**src/rtl/cfgdec_pkg.sv**
```systemverilog
package cfgdec_pkg;

    localparam int WORD_W = 32;
    localparam int REG_W  = 5;
    localparam int SCNT_W = 11;
    localparam int LCNT_W = 27;
    localparam int CMD_W  = 5;

    localparam logic [WORD_W-1:0] W_BW_FIRST  = 32'h0000_00BB;
    localparam logic [WORD_W-1:0] W_BW_SECOND = 32'h1122_0044;
    localparam logic [WORD_W-1:0] W_SYNC      = 32'hAA99_5566;

    localparam logic [2:0] HT_SHORT = 3'b001;
    localparam logic [2:0] HT_LONG  = 3'b010;
    localparam logic [1:0] OP_NONE  = 2'b00;
    localparam logic [1:0] OP_WRITE = 2'b10;

    localparam logic [REG_W-1:0] REG_COMMAND = 5'd4;

    localparam logic [CMD_W-1:0] CMD_NULL   = 5'h00;
    localparam logic [CMD_W-1:0] CMD_WCFG   = 5'h01;
    localparam logic [CMD_W-1:0] CMD_RCRC   = 5'h07;
    localparam logic [CMD_W-1:0] CMD_DESYNC = 5'h0D;

    typedef enum logic [1:0] {HK_NOOP, HK_SHORT_WR, HK_LONG_WR, HK_BAD} hdr_kind_e;
    typedef enum logic [1:0] {SY_HUNT, SY_BW, SY_LOCK} sync_state_e;
    typedef enum logic [1:0] {PK_HDR, PK_LONG, PK_PAY} pk_state_e;

    typedef struct packed {
        hdr_kind_e           kind;
        logic [REG_W-1:0]    regsel;
        logic [LCNT_W-1:0]   count;
    } hdr_t;

    function automatic hdr_t decode_hdr(input logic [WORD_W-1:0] w);
        hdr_t h;
        h.kind   = HK_BAD;
        h.regsel = w[17:13];
        h.count  = '0;
        if (w[31:29] == HT_SHORT) begin
            if (w[28:27] == OP_NONE) begin
                h.kind = HK_NOOP;
            end else if (w[28:27] == OP_WRITE) begin
                h.kind  = HK_SHORT_WR;
                h.count = LCNT_W'(w[SCNT_W-1:0]);
            end
        end else if (w[31:29] == HT_LONG && w[28:27] == OP_WRITE) begin
            h.kind   = HK_LONG_WR;
            h.regsel = '0;
            h.count  = w[LCNT_W-1:0];
        end
        return h;
    endfunction

    function automatic logic cmd_recognised(input logic [CMD_W-1:0] c);
        return (c == CMD_NULL) || (c == CMD_WCFG) || (c == CMD_RCRC) || (c == CMD_DESYNC);
    endfunction

endpackage

```
**src/rtl/cfgdec_sync.sv**
```systemverilog
module cfgdec_sync
    import cfgdec_pkg::*;
(
    input  logic              clk,
    input  logic              rst,
    input  logic              valid_i,
    input  logic [WORD_W-1:0] word_i,
    input  logic              desync_req_i,
    output logic              locked_o,
    output logic              bw_pulse_o
);

    sync_state_e state_q;

    always_ff @(posedge clk) begin
        if (rst) begin
            state_q    <= SY_HUNT;
            bw_pulse_o <= 1'b0;
        end else begin
            bw_pulse_o <= 1'b0;
            if (valid_i) begin
                if (state_q == SY_LOCK) begin
                    if (desync_req_i) state_q <= SY_HUNT;
                end else if (word_i == W_SYNC) begin
                    state_q <= SY_LOCK;
                end else if (word_i == W_BW_FIRST) begin
                    state_q <= SY_BW;
                end else begin
                    if (state_q == SY_BW && word_i == W_BW_SECOND) bw_pulse_o <= 1'b1;
                    state_q <= SY_HUNT;
                end
            end
        end
    end

    assign locked_o = (state_q == SY_LOCK);

    // lock is entered only from a valid sync word
    p_lock_entry_r4: assert property (@(posedge clk) disable iff (rst)
        $rose(locked_o) |-> ($past(valid_i) && $past(word_i) == W_SYNC));

    // the probe pulse is only produced while hunting
    p_bw_unlocked_r3: assert property (@(posedge clk) disable iff (rst)
        bw_pulse_o |-> !locked_o);

endmodule

```
**src/rtl/cfgdec_cmd.sv**
```systemverilog
module cfgdec_cmd
    import cfgdec_pkg::*;
(
    input  logic [WORD_W-1:0] word_i,
    output logic [CMD_W-1:0]  code_o,
    output logic              known_o,
    output logic              desync_o
);

    always_comb begin
        code_o   = word_i[CMD_W-1:0];
        known_o  = cmd_recognised(code_o);
        desync_o = (code_o == CMD_DESYNC);
    end

endmodule

```
**src/rtl/cfgdec_packet.sv**
```systemverilog
module cfgdec_packet
    import cfgdec_pkg::*;
#(
    parameter int BULK_W = LCNT_W
) (
    input  logic              clk,
    input  logic              rst,
    input  logic              valid_i,
    input  logic [WORD_W-1:0] word_i,
    input  logic              synced_i,
    output logic              hdr_strobe_o,
    output logic              hdr_long_o,
    output logic [REG_W-1:0]  hdr_reg_o,
    output logic [LCNT_W-1:0] hdr_count_o,
    output logic              pay_strobe_o,
    output logic [REG_W-1:0]  pay_reg_o,
    output logic [WORD_W-1:0] pay_data_o,
    output logic              cmd_strobe_o,
    output logic [CMD_W-1:0]  cmd_code_o,
    output logic              cmd_known_o,
    output logic [BULK_W-1:0] bulk_count_o,
    output logic              err_o,
    output logic              desync_req_o
);

    pk_state_e          state_q;
    logic [LCNT_W-1:0]  remain_q;
    logic [REG_W-1:0]   reg_q;
    logic               in_long_q;
    hdr_t               hdr;
    logic [CMD_W-1:0]   c_code;
    logic               c_known;
    logic               c_desync;
    logic               take;

    cfgdec_cmd u_cmd (
        .word_i   (word_i),
        .code_o   (c_code),
        .known_o  (c_known),
        .desync_o (c_desync)
    );

    always_comb begin
        hdr          = decode_hdr(word_i);
        take         = valid_i && synced_i;
        desync_req_o = take && (state_q == PK_PAY) && (reg_q == REG_COMMAND) && c_desync;
    end

    always_ff @(posedge clk) begin
        if (rst) begin
            state_q      <= PK_HDR;
            remain_q     <= '0;
            reg_q        <= '0;
            in_long_q    <= 1'b0;
            hdr_strobe_o <= 1'b0;
            hdr_long_o   <= 1'b0;
            hdr_reg_o    <= '0;
            hdr_count_o  <= '0;
            pay_strobe_o <= 1'b0;
            pay_reg_o    <= '0;
            pay_data_o   <= '0;
            cmd_strobe_o <= 1'b0;
            cmd_code_o   <= '0;
            cmd_known_o  <= 1'b0;
            bulk_count_o <= '0;
            err_o        <= 1'b0;
        end else begin
            hdr_strobe_o <= 1'b0;
            pay_strobe_o <= 1'b0;
            cmd_strobe_o <= 1'b0;
            err_o        <= 1'b0;
            if (!synced_i) begin
                state_q <= PK_HDR;
            end else if (take) begin
                unique case (state_q)
                    PK_HDR: begin
                        if (hdr.kind == HK_SHORT_WR) begin
                            hdr_strobe_o <= 1'b1;
                            hdr_long_o   <= 1'b0;
                            hdr_reg_o    <= hdr.regsel;
                            hdr_count_o  <= hdr.count;
                            reg_q        <= hdr.regsel;
                            remain_q     <= hdr.count;
                            in_long_q    <= 1'b0;
                            state_q      <= (hdr.count == '0) ? PK_LONG : PK_PAY;
                        end else if (hdr.kind != HK_NOOP) begin
                            err_o <= 1'b1;
                        end
                    end
                    PK_LONG: begin
                        if (hdr.kind == HK_LONG_WR) begin
                            hdr_strobe_o <= 1'b1;
                            hdr_long_o   <= 1'b1;
                            hdr_reg_o    <= reg_q;
                            hdr_count_o  <= hdr.count;
                            remain_q     <= hdr.count;
                            in_long_q    <= 1'b1;
                            bulk_count_o <= '0;
                            state_q      <= (hdr.count == '0) ? PK_HDR : PK_PAY;
                        end else begin
                            err_o   <= 1'b1;
                            state_q <= PK_HDR;
                        end
                    end
                    PK_PAY: begin
                        pay_strobe_o <= 1'b1;
                        pay_reg_o    <= reg_q;
                        pay_data_o   <= word_i;
                        if (in_long_q) bulk_count_o <= bulk_count_o + 1'b1;
                        if (reg_q == REG_COMMAND) begin
                            cmd_strobe_o <= 1'b1;
                            cmd_code_o   <= c_code;
                            cmd_known_o  <= c_known;
                        end
                        remain_q <= remain_q - 1'b1;
                        if (remain_q == LCNT_W'(1) || desync_req_o) state_q <= PK_HDR;
                    end
                    default: state_q <= PK_HDR;
                endcase
            end
        end
    end

    // payload is reported only for words taken while synchronised
    p_pay_synced_r4: assert property (@(posedge clk) disable iff (rst)
        pay_strobe_o |-> $past(synced_i));

    // an idle cycle leaves the bulk counter and the strobes alone
    p_idle_hold_r12: assert property (@(posedge clk) disable iff (rst)
        !valid_i |=> ($stable(bulk_count_o) && !pay_strobe_o && !hdr_strobe_o));

    // a command event is always a payload event to the command register
    p_cmd_payload_r7: assert property (@(posedge clk) disable iff (rst)
        cmd_strobe_o |-> (pay_strobe_o && pay_reg_o == REG_COMMAND));

endmodule

```
**src/rtl/cfg_stream_decoder.sv**
```systemverilog
module cfg_stream_decoder
    import cfgdec_pkg::*;
#(
    parameter int BULK_W = LCNT_W
) (
    input  logic              clk,
    input  logic              rst,
    input  logic              word_valid,
    input  logic [31:0]       word_data,
    output logic              sync_active,
    output logic              bw_detect,
    output logic              hdr_strobe,
    output logic              hdr_long,
    output logic [4:0]        hdr_reg,
    output logic [26:0]       hdr_count,
    output logic              pay_strobe,
    output logic [4:0]        pay_reg,
    output logic [31:0]       pay_data,
    output logic              cmd_strobe,
    output logic [4:0]        cmd_code,
    output logic              cmd_known,
    output logic [BULK_W-1:0] bulk_count,
    output logic              err_hdr
);

    logic desync_req;

    cfgdec_sync u_sync (
        .clk          (clk),
        .rst          (rst),
        .valid_i      (word_valid),
        .word_i       (word_data),
        .desync_req_i (desync_req),
        .locked_o     (sync_active),
        .bw_pulse_o   (bw_detect)
    );

    cfgdec_packet #(.BULK_W(BULK_W)) u_packet (
        .clk          (clk),
        .rst          (rst),
        .valid_i      (word_valid),
        .word_i       (word_data),
        .synced_i     (sync_active),
        .hdr_strobe_o (hdr_strobe),
        .hdr_long_o   (hdr_long),
        .hdr_reg_o    (hdr_reg),
        .hdr_count_o  (hdr_count),
        .pay_strobe_o (pay_strobe),
        .pay_reg_o    (pay_reg),
        .pay_data_o   (pay_data),
        .cmd_strobe_o (cmd_strobe),
        .cmd_code_o   (cmd_code),
        .cmd_known_o  (cmd_known),
        .bulk_count_o (bulk_count),
        .err_o        (err_hdr),
        .desync_req_o (desync_req)
    );

    // a desynchronise command is reported in the cycle the lock drops
    p_desync_drop_r10: assert property (@(posedge clk) disable iff (rst)
        (cmd_strobe && cmd_code == CMD_DESYNC) |-> !sync_active);

    // header, payload and error events never coincide
    p_exclusive_r11: assert property (@(posedge clk) disable iff (rst)
        $onehot0({hdr_strobe, pay_strobe, err_hdr}));

endmodule

```
**config.mk**
```make
export PLATFORM = sky130hd
export DESIGN_NAME = cfg_stream_decoder
export DESIGN_NICKNAME = d
export VERILOG_FILES = /design/src/rtl/cfgdec_pkg.sv /design/src/rtl/cfgdec_sync.sv /design/src/rtl/cfgdec_cmd.sv /design/src/rtl/cfgdec_packet.sv /design/src/rtl/cfg_stream_decoder.sv
export SDC_FILE = /design/constraint.sdc
export NUM_CORES = 1
export LEC_CHECK = 0
export ABC_CLOCK_PERIOD_IN_PS = 4400
export CORE_MARGIN = 2
export CORE_UTILIZATION = 55
export CTS_CLUSTER_SIZE = 28
export DETAILED_ROUTE_END_ITERATION = 7
export PLACE_DENSITY = 0.95
export SLEW_MARGIN = 10
export SYNTH_ARGS = -nofsm -noshare
export SYNTH_HDL_FRONTEND = slang
export SYNTH_SLANG_ARGS = --single-unit
```
**constraint.sdc**
```tcl
create_clock -name clk -period 4.4 [get_ports clk]
set_clock_uncertainty 0.2 [all_clocks]
set_input_delay 0.88 -clock clk [delete_from_list [all_inputs] [get_ports clk]]
set_output_delay 0.88 -clock clk [all_outputs]
set_load 0.02 [all_outputs]
```
==> results of run 1 <==
layout make-up:
class	instances	area [um2]	share of cell area (%)
Sequential cell	144	2883	32.62
Tap cell	147	183.9	2.081
Timing Repair Buffer	157	1534	17.36
Clock buffer	19	452.9	5.125
Inverter	11	41.29	0.4672
Clock inverter	13	177.7	2.010
Multi-Input combinational cell	631	3566	40.35
cell usage after synthesis (3+ instances only):
cell,n
ha_1,3
a21o_1,3
nand4_1,17
buf_2,15
xnor2_1,21
or3_1,8
inv_1,10
mux2i_1,7
o21ai_0,21
a21oi_1,112
nor3_1,29
clkbuf_1,42
a31o_2,4
nand4b_1,3
a31oi_1,7
or4_1,3
nand3b_1,4
a22o_1,4
nor3b_1,6
nor4_1,26
and3_1,3
buf_4,4
and4_1,6
a311oi_1,8
nand3_1,48
nor2_1,70
nand2b_1,6
o32ai_1,3
a32o_1,5
o21ai_1,5
nor4_4,3
nand2_1,148
dfxtp_1,144
worst max-delay path by stage:
stage                        from                        to  slack (ns)  cells after the start
global route        word_data[27]      u_packet.remain_q[8]        0.88                      7
floorplan           word_data[30]  u_packet.hdr_count_o[17]        1.77                      7
detailed placement  word_data[27]      u_packet.remain_q[8]        0.73                      7
finish              word_data[27]      u_packet.remain_q[8]        0.95                      7
CTS                 word_data[27]      u_packet.remain_q[8]        1.07                      7
global placement    word_data[27]     u_packet.remain_q[13]        0.80                      7
registers in the layout (all words and copies together), names as in the netlist, 2 cells and up:
register               flops
u_packet.pay_data_o       32
u_packet.bulk_count_o     27
u_packet.hdr_count_o      27
u_packet.remain_q         27
u_packet.cmd_code_o        5
u_packet.hdr_reg_o         5
u_packet.pay_reg_o         5
u_packet.reg_q             5
u_packet.state_q           2
u_sync.state_q             2
cell usage in the layout, fill, tap and decap left out, types with 7 or more instances in the layout:
| cell type | count |
|---|---|
| or3_1 | 8 |
| clkbuf_16 | 17 |
| o21ai_0 | 21 |
| a31oi_1 | 7 |
| xnor2_1 | 21 |
| nor4_1 | 26 |
| nor3_1 | 29 |
| buf_4 | 15 |
| a311oi_1 | 8 |
| nand4_1 | 17 |
| nor2_1 | 69 |
| clkdlybuf4s50_1 | 142 |
| dfxtp_1 | 144 |
| inv_1 | 10 |
| nand3_1 | 48 |
| a21oi_1 | 112 |
| mux2i_1 | 7 |
| nand2_1 | 148 |
report_power, final:
group | internal, mW | total (mW) | switching [mW] | leakage (nW)
logic | 0.0442 | 0.136 | 0.0916 | 1.36
clock network | 0.933 | 1.53 | 0.599 | 0.296
registers | 1.30 | 1.31 | 0.00131 | 1.16
kinds of logic (layout without fill, tap and decap cells):
kind of cell             Yosys count  in the layout
AO/OA/AOI/OAI                    196            196
XOR/XNOR                          22             22
adder cells (fa/ha/maj)            3              3
buffers and inverters             75            200
flip-flops                       144            144
multiplexers                       7              7
AND/OR/NAND/NOR                  403            403
stage by stage:
| stage | worst slack, ns | hold WS (ns) | total power, mW |
|---|---|---|---|
| 2_1_floorplan | 1.773 | 0.2335 | 1.388 |
| 3_3_place_gp | 0.8048 | 0.2375 | 1.462 |
| 3_5_place_dp | 0.7303 | 0.2432 | 1.462 |
| 4_1_cts | 1.067 | 0.2513 | 2.968 |
| 5_1_grt | 0.8756 | 0.2750 | 3.040 |
| 6_report | 0.9499 | 0.2508 | 2.974 |
routing by layer:
layer | vias up | global-route usage [%] | part of all wire (%)
li1 | 3264 | - | -
met1 | 3403 | 40.60 | 37
met2 | 454 | 53.06 | 47
met3 | 121 | 10.02 | 10
met4 | 0 | 19.60 | 5.3
met5 | - | 0 | 0
worst reg2reg max path, stage by stage (launching register included):
cell and delay, ns:
dfxtp_1 0.63, nor2b_1 0.24, buf_4 0.32, a32oi_2 0.12, or4_4 0.58, or3_1 0.37, a21oi_1 0.14
==> results.txt, run 1 <==
Startpoint Class -> primary input
Worst Path Required -> 4.58 ns
DRT Pass-1 Iters -> 6
Compound-Gate Fraction of Synth Area -> 17.90%
Utilization after layout -> 73.58%
Initial antenna violation count -> 0
Async S/R FF share, synth -> 0%
Clock Path Buffers -> 2
GRT Total Usage -> 33.56%
Port Buffers -> 143
Seq/Total Area, Yosys -> 42.60%
Cell Area, Placed -> 8208 um2
CP top delay family -> compound AO/OA/AOI/OAI gates
CP max stage delay -> 0.66 ns
Vias after detailed routing -> 7242
LEAKAGE -> 2.820 nW
Die height -> 114.9 um
CP cell instances -> clkdlybuf4s50_1, or3b_1, a21oi_1, buf_4, a21oi_1, a31oi_1, o221a_2
Outcome -> finished, final reports clean
Max Slew Vio Count -> 0
Synth area leaders -> dfxtp_1 43%, a21oi_1 8.3%, nand2_1 8.2%
Crit end category -> flip-flop
Top cell type's share of synthesized area -> 42.60%
CTS root buf -> clkbuf_16
Headroom to the max-slew limit -> 29.11%
# rows -> 40
Worst hold start -> u_packet.hdr_count_o[14]
Final Cell Area -> 8838 um2
Area grow syn2layout -> 30.60%
Max Cap Viol -> 0
Fmax -> 289.8 MHz
CTS Sinks -> 144
Post-Syn Nets -> 888
TNS Setup -> 0 ns
Cts hold-fix bufs -> 0
Flops & latches, synth -> 144
I/O Pins -> 144
N_diodes -> 0
Post-synthesis cell type count -> 72
Adder-cell share of the synthesized area -> 0.5546%
Starting density of the core -> 56.34%
Hold path endpoint -> u_packet.hdr_count_o[14]
Clk Latency, worst-skew pair -> 0.43 ns
Number of synthesis warnings -> 0
Die area -> 13210 um2
Crit path DAT -> 3.63 ns
Placeable Area -> 12010 um2
Remaining antenna violation count -> 0
Least-Margin Pin Slew -> 1.063 ns
Largest family of logic cells by synthesized area -> simple AND/OR/NAND/NOR gates
Overflow after GRT -> 0
RSZ-0062 raised after global routing -> false
EDFF count, synth -> 0
CTS H-tree lvls -> 4
WS Path Type -> primary input to flip-flop
Final setup violation count -> 0
Cell count of the worst reg-to-reg path -> 6
Non-Filler Instances -> 1122
Global-route wire length before repair -> 34.76 mm
Fin crit share -> 78.41%
Placed Cells -> 1090
Post-CTS sizing -> 0
Mapped cell area -> 6768 um2
CTS tree -> built
Clock-pin slew on the worst setup and hold paths -> 0.06 ns
Worst Hold Class -> flip-flop to flip-flop
Filler instances -> 814
Vias in the first global route -> 6791
Peak VDD IR -> 376.2 uV
Mapped Cells -> 850
Setup Fix Bufs, Post-CTS -> 0
Initial DRC Count -> 1117
Synth Area in XOR/XNOR -> 2.847%
Post-synthesis simple-gate area fraction -> 30.19%
Cell Pwr Density -> 336.5 nW/um2
Share of post-route cells with drive strength above 1 -> 7.179%
Post-route DRC violation count -> 0
Die width -> 114.9 um
Minimum clock period -> 3.450 ns
Area leader, netlist -> dfxtp_1
Pin count of the biggest net entering global routing -> 70
Syn_area_per_cell -> 7.962 um2
Final HPWL DP -> 13.98 mm
Most frequent CP cell -> a21oi_1
Hold-critical path depth -> 2
TritonCTS Buffers -> 17
Routed wire per std cell -> 19.87 um
Top_reg_cell synth -> dfxtp_1
Mux cell area share after synthesis -> 1.035%
Flop2flop setup slack -> 1.72 ns
Nets@finish -> 1000
Slowest cell on crit path -> or3b_1
RR Endpoint -> u_packet.bulk_count_o[25]
Crit path buffers/inverters -> 2
Total routed wirelength -> 22.30 mm
RR Startpoint -> u_packet.state_q[1]
Gpl congestion -> 0.9340
Max FO, Critical Path -> 15
Hold Vio Cnt, Final -> 0
Routed vias/inst -> 6.455
Power figures use the tool's default switching activity.
==> inputs of run 2 (changes only) <==
--- a/config.mk
+++ b/config.mk
@@ -5,12 +5,12 @@
 export SDC_FILE = /design/constraint.sdc
 export NUM_CORES = 1
 export LEC_CHECK = 0
-export ABC_CLOCK_PERIOD_IN_PS = 4400
+export ABC_CLOCK_PERIOD_IN_PS = 3040
 export CORE_MARGIN = 2
-export CORE_UTILIZATION = 55
+export CORE_UTILIZATION = 46
 export CTS_CLUSTER_SIZE = 28
 export DETAILED_ROUTE_END_ITERATION = 7
-export PLACE_DENSITY = 0.95
+export PLACE_DENSITY = 0.88
 export SLEW_MARGIN = 10
 export SYNTH_ARGS = -nofsm -noshare
 export SYNTH_HDL_FRONTEND = slang
==> constraint.sdc (replaced) <==
create_clock -name clk -period 3.04 [get_ports clk]
set_clock_uncertainty 0.2 [all_clocks]
set_input_delay 0.608 -clock clk [delete_from_list [all_inputs] [get_ports clk]]
set_output_delay 0.608 -clock clk [all_outputs]
set_load 0.02 [all_outputs]
==> run 2 against run 1 <==
Against the previous run:
- routed wire length increased by 1.8%
- first-iteration DRC count increased by 9.3%
- clock power increased by 44%
- critical path depth increased by 1
- final cell count increased by 7.1%
- sequential power increased by 44%
- non-clock buffer count increased by 42
- utilization decreased by 10 points
- die area increased by 19%
- critical endpoint is now u_packet.remain_q[9]
- largest cell class unchanged
- largest power group unchanged
- highest routed layer unchanged
==> results.txt, run 2 (synthesis gave the netlist of run 1 again) <==
CP max stage delay -> 0.54 ns (-0.12 ns)
Setup Fix Bufs, Post-CTS -> 0 (unchanged)
Pin count of the biggest net entering global routing -> 45 (-36%)
Most frequent cells in the layout -> 148 x nand2_1, 144 x dfxtp_1, 142 x clkdlybuf4s50_1
Hold-critical path depth -> 2 (unchanged)
RSZ-0062 raised after global routing -> false
RR Startpoint -> u_packet.remain_q[4]
Max Cap Viol -> 0 (unchanged)
Critical path origin -> word_data[31]
Cts hold-fix bufs -> 0 (unchanged)
Nets@finish -> 1042 (+4.2%)
Share of post-route cells with drive strength above 1 -> 10.91% (+3.7 points)
Max Slew Vio Count -> 0 (unchanged)
Final Cell Area -> 9196 um2 (+4.0%)
Worst Path Required -> 3.21 ns (-1.37 ns)
Crit path capture -> u_packet.remain_q[9]
Fin crit share -> 86.58%
Global-route wire length before repair -> 36.21 mm (+4.2%)
Flop2flop setup slack -> 0.49 ns (-1.23 ns)
Overflow after GRT -> 0 (unchanged)
Multi-input gate area -> 3566 um2 (unchanged)
CTS root buf -> clkbuf_16
Hold Vio Cnt, Final -> 0 (unchanged)
# rows -> 44 (+10%)
Vias after detailed routing -> 7359 (+1.6%)
Total routed wirelength -> 22.71 mm (+1.8%)
Placeable Area -> 14480 um2 (+21%)
Crit path DAT -> 2.80 ns (-0.83 ns)
Port Buffers -> 143 (unchanged)
Post-route DRC violation count -> 0 (unchanged)
Final setup violation count -> 0 (unchanged)
Startpoint Class -> primary input
Sequential standard cell area -> 2883 um2 (unchanged)
Initial DRC Count -> 1221 (+9.3%)
CTS tree -> built
Routed vias/inst -> 6.122 (-5.1%)
Headroom to the max-slew limit -> 48.06% (+19 points)
Area grow syn2layout -> 35.88%
Minimum clock period -> 2.632 ns
Worst Hold Class -> flip-flop to flip-flop
Fmax -> 380.0 MHz
TNS Setup -> 0 ns (unchanged)
Post-CTS sizing -> 0 (unchanged)
Most flop-heavy register -> u_packet.pay_data_o
TritonCTS Buffers -> 17 (unchanged)
Clock Path Buffers -> 2 (unchanged)
Outcome -> finished, final reports clean
Clock-pin slew on the worst setup and hold paths -> 0.06 ns (about the same)
GRT Total Usage -> 28.68% (-4.9 points)
Routed wire per std cell -> 18.89 um (-4.9%)
Least-Margin Pin Slew -> 0.7719 ns (-0.2914 ns)
Max FO, Critical Path -> 16 (+1)
CP cell instances -> clkdlybuf4s50_1, or3b_1, buf_4, a21oi_1, buf_4, a21oi_1, a31oi_1, o221a_2
Final HPWL DP -> 15.26 mm (+9.1%)
LEAKAGE -> 3.027 nW (+7.3%)
Gpl congestion -> 0.9277 (-0.67%)
DRT Pass-1 Iters -> 5 (-1)
RR Endpoint -> u_packet.remain_q[25]
Die width -> 125.3 um (+9.0%)
I/O Pins -> 144 (unchanged)
Commonest non-fill, non-tap cell in the layout -> nand2_1
Crit end category -> flip-flop
Starting density of the core -> 46.74% (-9.6 points)
Worst hold slack -> 0.2544 ns (+0.003588 ns)
WS Path Type -> primary input to flip-flop
Vias in the first global route -> 6977 (+2.7%)
Clk Latency, worst-skew pair -> 0.43 ns (about the same)
Filler instances -> 1154 (+42%)
Die area -> 15700 um2 (+19%)
Cell Area, Placed -> 8569 um2 (+4.4%)
Slowest cell on crit path -> clkdlybuf4s50_1
Die height -> 125.3 um (+9.0%)
CTS H-tree lvls -> 4 (unchanged)
Cell count of the worst reg-to-reg path -> 6 (unchanged)
Cell Pwr Density -> 470.5 nW/um2 (+40%)
Peak VDD IR -> 396.9 uV (+5.5%)
CTS Sinks -> 144 (unchanged)
Max reg flops -> 32 (unchanged)
Initial antenna violation count -> 1 (+1)
Remaining antenna violation count -> 0 (unchanged)
Total power -> 4.327 mW (+45%)
run 2: how the worst min path moves through the flow:
| stage | from | endpoint | slack [ns] |
|---|---|---|---|
| 2_1_floorplan | u_packet.remain_q[26] | u_packet.remain_q[26] | 0.23 |
| 3_3_place_gp | u_packet.hdr_count_o[23] | u_packet.hdr_count_o[23] | 0.24 |
| 3_5_place_dp | u_packet.hdr_count_o[3] | u_packet.hdr_count_o[3] | 0.24 |
| 4_1_cts | u_packet.hdr_count_o[12] | u_packet.hdr_count_o[12] | 0.25 |
| 5_1_grt | u_packet.pay_data_o[19] | u_packet.pay_data_o[19] | 0.27 |
| 6_report | u_packet.hdr_count_o[15] | u_packet.hdr_count_o[15] | 0.25 |
run 2: critical path: cells and delay by family:
family                 cells  cell delay (ns)
AO/OA/AOI/OAI              4             0.69
buffers and inverters      3             1.04
AND/OR/NAND/NOR            1             0.45
run 2: final cells by class:
type                    instances  share of cell area [%]
well taps                     184                   2.503
flip-flops and latches        144                   31.35
clock inverters                11                   1.673
repair buffers                199                   20.11
clock buffers                  21                   5.116
diodes                          1                 0.02721
multi-input cells             631                   38.78
inverters                      11                  0.4490
run 2: per-stage QoR:
step / setup slack (ns) / utilization (%) / std cells
finish: 0.4081 / 63.52 / 1202
global route: 0.3410 / 63.52 / 1202
CTS: 0.4708 / 63.50 / 1201
detailed placement: 0.1008 / 59.19 / 1169
global placement: 0.1416 / 59.19 / 1169
floorplan: 0.6849 / - / 850
run 2: layer usage:
metal	vias to the layer above	global-route usage, %	wire length, um
met2	429	45.62	10560
li1	3349	-	-
met3	102	6.675	2133
met5	-	0	0
met4	0	15.82	1194
met1	3479	36.02	8821
run 2: power by group:
group	leakage [nW]	total (mW)	internal (mW)	switching, mW
clock	0.300	2.21	1.36	0.845
combinational	1.57	0.228	0.0865	0.141
sequential	1.16	1.89	1.89	0.00199
total	3.03	4.33	3.34	0.989
